==> config.mk <==
export PLATFORM = sky130hd
export DESIGN_NAME = pfd_lock_det
export DESIGN_NICKNAME = d
export VERILOG_FILES = /design/src/rtl/pfd_pkg.sv /design/src/rtl/pfd_core.sv /design/src/rtl/unlock_detect.sv /design/src/rtl/pump_shaper.sv /design/src/rtl/pump_drive.sv /design/src/rtl/pfd_lock_det.sv
export SDC_FILE = /design/constraint.sdc
export NUM_CORES = 1
export LEC_CHECK = 0
export BUFFER_PORTS_ARGS = -buffer_cell sky130_fd_sc_hd__buf_2
export CORE_MARGIN = 3
export CORE_UTILIZATION = 30
export CTS_CLUSTER_DIAMETER = 30
export DETAILED_ROUTE_END_ITERATION = 6
export SLEW_MARGIN = 20
export SYNTH_ARGS = -nofsm -noshare
export SYNTH_HDL_FRONTEND = slang
export SYNTH_SLANG_ARGS = --single-unit
export TNS_END_PERCENT = 1
==> constraint.sdc <==
create_clock -name clk -period 1.9 [get_ports clk]
set_input_delay 0 -clock clk [delete_from_list [all_inputs] [get_ports clk]]
set_output_delay 0 -clock clk [all_outputs]
set_load 0.005 [all_outputs]
==> src/rtl/pfd_pkg.sv <==
package pfd_pkg;

  typedef enum logic [1:0] {
    DZ_OVL_WIDE   = 2'b00,
    DZ_OVL_NARROW = 2'b01,
    DZ_GAP_NARROW = 2'b10,
    DZ_GAP_WIDE   = 2'b11
  } dz_mode_e;

  function automatic int max2(input int a, input int b);
    return (a > b) ? a : b;
  endfunction

  // cycles masked at the start of each pump pulse
  function automatic int gap_len(input dz_mode_e m, input int narrow, input int wide);
    case (m)
      DZ_GAP_NARROW: return narrow;
      DZ_GAP_WIDE:   return wide;
      default:       return 0;
    endcase
  endfunction

  // cycles of simultaneous up/dn after each comparison
  function automatic int ovl_len(input dz_mode_e m, input int narrow, input int wide);
    case (m)
      DZ_OVL_WIDE:   return wide;
      DZ_OVL_NARROW: return narrow;
      default:       return 0;
    endcase
  endfunction

  // tolerated phase error in cycles; 00 means detection off
  function automatic int win_len(input logic [1:0] code, input int narrow, input int wide);
    case (code)
      2'b00:   return 0;
      2'b11:   return wide;
      default: return narrow;
    endcase
  endfunction

endpackage

==> src/rtl/pfd_core.sv <==
module pfd_core #(
  parameter int CNT_W = 8
) (
  input  logic             clk,
  input  logic             rst_n,
  input  logic             clr,
  input  logic             ref_edge,
  input  logic             div_edge,
  output logic             up_st,
  output logic             dn_st,
  output logic [CNT_W-1:0] cnt,
  output logic             close_evt
);

  logic raw_up, raw_dn, both;
  logic up_d, dn_d;
  logic [CNT_W-1:0] cnt_d;

  always_comb begin
    raw_up = up_st | div_edge;
    raw_dn = dn_st | ref_edge;
    both   = raw_up & raw_dn;
    up_d   = raw_up & ~both;
    dn_d   = raw_dn & ~both;
    if (up_d | dn_d) begin
      if (up_st | dn_st)
        cnt_d = (cnt == {CNT_W{1'b1}}) ? cnt : cnt + CNT_W'(1);
      else
        cnt_d = CNT_W'(1);
    end else begin
      cnt_d = '0;
    end
    close_evt = both & ~clr;
  end

  always_ff @(posedge clk) begin
    if (!rst_n || clr) begin
      up_st <= 1'b0;
      dn_st <= 1'b0;
      cnt   <= '0;
    end else begin
      up_st <= up_d;
      dn_st <= dn_d;
      cnt   <= cnt_d;
    end
  end

endmodule

==> src/rtl/unlock_detect.sv <==
module unlock_detect
  import pfd_pkg::*;
#(
  parameter int CNT_W         = 8,
  parameter int WIN_NARROW    = 4,
  parameter int WIN_WIDE      = 8,
  parameter int STRETCH_TICKS = 2
) (
  input  logic             clk,
  input  logic             rst_n,
  input  logic [1:0]       ulw_code,
  input  logic             active,
  input  logic [CNT_W-1:0] cnt,
  input  logic             ms_tick,
  output logic             viol,
  output logic             unlocked,
  output logic             unlock_n,
  output logic             unlock_oe
);

  localparam int SW = $clog2(STRETCH_TICKS + 1);

  logic             en;
  logic [CNT_W-1:0] win_w;
  logic [SW-1:0]    hold_q;

  always_comb begin
    en        = (ulw_code != 2'b00);
    win_w     = CNT_W'(win_len(ulw_code, WIN_NARROW, WIN_WIDE));
    viol      = en & active & (cnt > win_w);
    unlocked  = en & (viol | (hold_q != '0));
    unlock_oe = en;
    unlock_n  = ~unlocked;
  end

  always_ff @(posedge clk) begin
    if (!rst_n || !en)
      hold_q <= '0;
    else if (viol)
      hold_q <= SW'(STRETCH_TICKS);
    else if (ms_tick && hold_q != '0)
      hold_q <= hold_q - SW'(1);
  end

endmodule

==> src/rtl/pump_shaper.sv <==
module pump_shaper
  import pfd_pkg::*;
#(
  parameter int CNT_W      = 8,
  parameter int DZ_NARROW  = 1,
  parameter int DZ_WIDE    = 3,
  parameter int OVL_NARROW = 1,
  parameter int OVL_WIDE   = 2
) (
  input  logic             clk,
  input  logic             rst_n,
  input  logic             clr,
  input  logic [1:0]       dz_code,
  input  logic             up_st,
  input  logic             dn_st,
  input  logic [CNT_W-1:0] cnt,
  input  logic             close_evt,
  output logic             up_g,
  output logic             dn_g
);

  localparam int OVL_MAX = max2(OVL_WIDE, OVL_NARROW);
  localparam int OW      = $clog2(OVL_MAX + 1);

  dz_mode_e         mode;
  logic [CNT_W-1:0] gap_w;
  logic [OW-1:0]    ovl_q;
  logic             pass, ovl_on;

  always_comb begin
    mode   = dz_mode_e'(dz_code);
    gap_w  = CNT_W'(gap_len(mode, DZ_NARROW, DZ_WIDE));
    pass   = (cnt > gap_w);
    ovl_on = (ovl_q != '0);
    up_g   = (up_st & pass) | ovl_on;
    dn_g   = (dn_st & pass) | ovl_on;
  end

  always_ff @(posedge clk) begin
    if (!rst_n || clr)
      ovl_q <= '0;
    else if (close_evt)
      ovl_q <= OW'(ovl_len(mode, OVL_NARROW, OVL_WIDE));
    else if (ovl_on)
      ovl_q <= ovl_q - OW'(1);
  end

endmodule

==> src/rtl/pump_drive.sv <==
module pump_drive (
  input  logic up_g,
  input  logic dn_g,
  input  logic run,
  input  logic dlc_force,
  input  logic inhibit,
  output logic up,
  output logic dn,
  output logic oe
);

  always_comb begin
    if (inhibit) begin
      up = 1'b0; dn = 1'b0; oe = 1'b0;
    end else if (dlc_force) begin
      up = 1'b0; dn = 1'b1; oe = 1'b1;
    end else if (run) begin
      up = up_g; dn = dn_g; oe = up_g | dn_g;
    end else begin
      up = 1'b0; dn = 1'b0; oe = 1'b0;
    end
  end

endmodule

==> src/rtl/pfd_lock_det.sv <==
module pfd_lock_det #(
  parameter int CNT_W         = 8,
  parameter int WIN_NARROW    = 4,
  parameter int WIN_WIDE      = 8,
  parameter int DZ_NARROW     = 1,
  parameter int DZ_WIDE       = 3,
  parameter int OVL_NARROW    = 1,
  parameter int OVL_WIDE      = 2,
  parameter int STRETCH_TICKS = 2
) (
  input  logic       clk,
  input  logic       rst_n,
  input  logic       ref_edge,
  input  logic       div_edge,
  input  logic       ms_tick,
  input  logic [1:0] ulw_code,
  input  logic [1:0] dz_code,
  input  logic [1:0] sub_code,
  input  logic       dlc_force,
  input  logic       inhibit,
  output logic       main_up,
  output logic       main_dn,
  output logic       main_oe,
  output logic       sub_up,
  output logic       sub_dn,
  output logic       sub_oe,
  output logic       unlock_n,
  output logic       unlock_oe
);

  localparam int NPUMP = 2;

  logic             up_st, dn_st, close_w;
  logic [CNT_W-1:0] cnt_w;
  logic             viol_w, unlocked_w;
  logic             up_g, dn_g;
  logic [NPUMP-1:0] run_v, up_v, dn_v, oe_v;

  pfd_core #(.CNT_W(CNT_W)) u_core (
    .clk(clk), .rst_n(rst_n), .clr(inhibit),
    .ref_edge(ref_edge), .div_edge(div_edge),
    .up_st(up_st), .dn_st(dn_st), .cnt(cnt_w), .close_evt(close_w)
  );

  unlock_detect #(
    .CNT_W(CNT_W), .WIN_NARROW(WIN_NARROW), .WIN_WIDE(WIN_WIDE),
    .STRETCH_TICKS(STRETCH_TICKS)
  ) u_unlock (
    .clk(clk), .rst_n(rst_n), .ulw_code(ulw_code),
    .active(up_st | dn_st), .cnt(cnt_w), .ms_tick(ms_tick),
    .viol(viol_w), .unlocked(unlocked_w),
    .unlock_n(unlock_n), .unlock_oe(unlock_oe)
  );

  pump_shaper #(
    .CNT_W(CNT_W), .DZ_NARROW(DZ_NARROW), .DZ_WIDE(DZ_WIDE),
    .OVL_NARROW(OVL_NARROW), .OVL_WIDE(OVL_WIDE)
  ) u_shape (
    .clk(clk), .rst_n(rst_n), .clr(inhibit), .dz_code(dz_code),
    .up_st(up_st), .dn_st(dn_st), .cnt(cnt_w), .close_evt(close_w),
    .up_g(up_g), .dn_g(dn_g)
  );

  // pump 0 = main (always runs), pump 1 = sub (gated by code and lock state)
  assign run_v[0] = 1'b1;
  assign run_v[1] = sub_code[1] & (sub_code[0] | unlocked_w);

  for (genvar g = 0; g < NPUMP; g++) begin : g_pump
    pump_drive u_drv (
      .up_g(up_g), .dn_g(dn_g), .run(run_v[g]),
      .dlc_force(dlc_force), .inhibit(inhibit),
      .up(up_v[g]), .dn(dn_v[g]), .oe(oe_v[g])
    );
  end

  assign main_up = up_v[0];
  assign main_dn = dn_v[0];
  assign main_oe = oe_v[0];
  assign sub_up  = up_v[1];
  assign sub_dn  = dn_v[1];
  assign sub_oe  = oe_v[1];

endmodule

==> reports/results.tsv <==
metric	value	unit
status	finished clean	
synth-main-ff-cell	dfxtp_1	
wl_met2	1.121	mm
synth_async_sr_flop_share	0	%
grt_pass1_vias	897	
dr.max_layer_used	met4	
clkLatencyLatePin	280	ps
instances_no_fill	194	
initial_core_util	32.46	%
hold-worst-slack	125.2	ps
cellPowerDensity	492.0	mW/mm2
vias	925	
fp.coreArea	0.003153	mm2
overflow	0	
synth_top_area_cell	dfxtp_1	
numCtsBuffers	3	
htreeDepth	1	
place_area	0.001182	mm2
firstDrtPassIters	4	
leakage	0.5712	nW
r2r_cells	4	
timing.fmax	0.5388	GHz
critPathArrivalTime	1860	ps
fin_nets	177	
synth-seq-cells	14	
die_x	64.41	um
finalClockSkew	5.613	ps
io_buffers	20	
grt_max_degree	9	
synth.top_cell.area_share	27.38	%
yosys-top-cells-count	inv_1 (15), dfxtp_1 (14), ha_1 (13), nor2_1 (13), nand2_1 (7)	
path_cells	ha_4 > nor2b_4 > o21ai_2 > a31o_1 > a2111oi_4 > buf_2	
synthCells	122	
area_growth	28.85	%
rr_endpoint	u_core.cnt[6]	
criticalPathCategory	reg -> out	
antennaDiodeCount	0	
syn_nets	148	
cts_buffer_depth	2	
setup_viol_count_final	0	
yosysMostFrequentCell	inv_1	
drv_slew	0	
io_pins	21	
wl_met3	79	um
routedWlPerCell	11.14	um
synth.distinct_cells	39	
finalCritPeriodShare	97.69	%
dpl.hpwl	1.754	mm
met1_length	929	um
r2r-start	u_core.up_st	
cts_root_buf	clkbuf_4	
routabilityCongestion	0.7662	
crit_path_max_incr_delay	360	ps
netlist_area	0.001023	mm2
grt_use_total	11.75	%
seq_area_frac_synth	27.38	%
hold_viol	0	
cts_tree	done	
synth-warning-count	0	
cpMaxStageDelayCell	dfxtp_4	
antenna_found_initial	0	
slew_headroom	74.60	%
rows	20	
avgViaCountPerCell	4.768	
drt_iter0_drc	12	
cts.sinks	14	
drc	0	
max_cap_violations	0	
finalSetupTns	0	ps
ir_drop	0.0002801	V
antenna_left	0	
worstSetupEndpointType	output port	
wl	2.161	mm
power	0.0006488	W
stdcell_area	0.001319	mm2
min_path_cells	3	
dpl.cell_count	186	
rrSetupSlack	300	ps
yosys-top-cells-area	dfxtp_1 (27%), ha_1 (16%), inv_1 (5.5%), nor2_1 (4.8%), and2_1 (3.1%)	
grt_setup_unrepaired	yes	
hold_class	in -> reg	
cp.required	1900	ps
synth_edf_count	0	
crit_family	compound AO/OA/AOI/OAI gates	
hold_end	u_shape.ovl_q[0]	
avgSynthCellArea	8.389	um2
die_h	64.41	um
grt_pass1_wl	3.870	mm
drive_above_1_share	32.67	%
crit_fanout	3	
worstHoldStart	dz_code[1]	
finalCriticalPeriod	1856	ps
start_kind	flip-flop	
worst_pin_slew	380.2	ps
die_area	0.004149	mm2
cp_num_buf_inv	1	
path_clk_slew	90	ps
startpoint	u_core.cnt[3]	
==> metrics by stage <==
stage	utilization (%)	worst slack (ps)
2_1_floorplan	-	435.7
3_3_place_gp	37.50	299.8
3_5_place_dp	37.50	217.6
4_1_cts	40.99	3.274
5_1_grt	41.83	-64.85
6_report	41.83	43.91
==> final cells by class <==
class	count	area (um2)
Clock buffer	4	36.28
Fill cell	319	1834
Inverter	15	56.30
Multi-Input combinational cell	92	742.0
Sequential cell	14	289.0
Tap cell	44	55.05
Timing Repair Buffer	25	140.1
==> repair_timing <==
item,4_1_cts,5_1_grt
hold buffers,1,0
endpoints found under the setup margin,3,3
endpoints found under the hold margin,1,0
buffers inserted,3,0
resized for setup,9,6
pin swaps,4,3
==> report_power, final <==
part           switching, W  internal, W  total (W)  leakage [nW]
Sequential       0.00000385     0.000297   0.000301         0.116
Clock              0.000101     0.000116   0.000217        0.0210
Combinational     0.0000659    0.0000646   0.000131         0.434
Total              0.000171     0.000478   0.000649         0.571
==> how the worst max path moves through the flow <==
stage               depth (start not counted)      to  slack, ps
floorplan                                   6  sub_up        440
global placement                            6  sub_up        300
detailed placement                          6  sub_up        220
CTS                                         7  sub_up          3
global route                                7  sub_oe        -60
finish                                      6  sub_up         40
==> registers in the layout, indices dropped and copies added, names as in the netlist <==
signal / cells
u_core.dn_st: 1
u_shape.ovl_q: 2
u_core.cnt: 8
u_core.up_st: 1
u_unlock.hold_q: 2
==> tightest hold or removal path: stages <==
cell	delay, ps
buf_2	120
o22ai_1	90
and2_1	150
==> metal layers <==
metal	vias to the layer above	GRT usage (%)
met2	19	21.13
met4	0	6.332
met1	421	13.42
li1	483	-
met5	-	0
met3	2	1.386
==> layout by cell type, fill, tap and decap left out, drive strengths merged <==
cell         instances
buf                 24
inv                 15
nor2                14
dfxtp               14
ha                  13
nand2                7
a21oi                6
nor3                 5
and2                 5
o21ai                5
nor2b                4
clkbuf               4
xor2                 3
or2                  2
o22ai                2
a211oi               2
nand3                2
xnor2                2
and3                 2
o21ba                2
a221oi               2
and2b                1
a2bb2oi              1
nor4                 1
o31ai                1
a31o                 1
a2111oi              1
a21boi               1
nand3b               1
nand4                1
o211ai               1
a31oi                1
mux2i                1
and4                 1
o211a                1
dlygate4sd3          1
==> kinds of logic after synthesis <==
family | after synthesis | synth area share (%)
AND/OR/NAND/NOR | 46 | 25.92
adder cells (fa/ha/maj) | 13 | 15.89
buffers and inverters | 16 | 5.867
AO/OA/AOI/OAI | 27 | 19.68
XOR/XNOR | 5 | 4.280
flip-flops | 14 | 27.38
multiplexers | 1 | 0.9780
No activity file was read; power rests on OpenSTA's default activity.
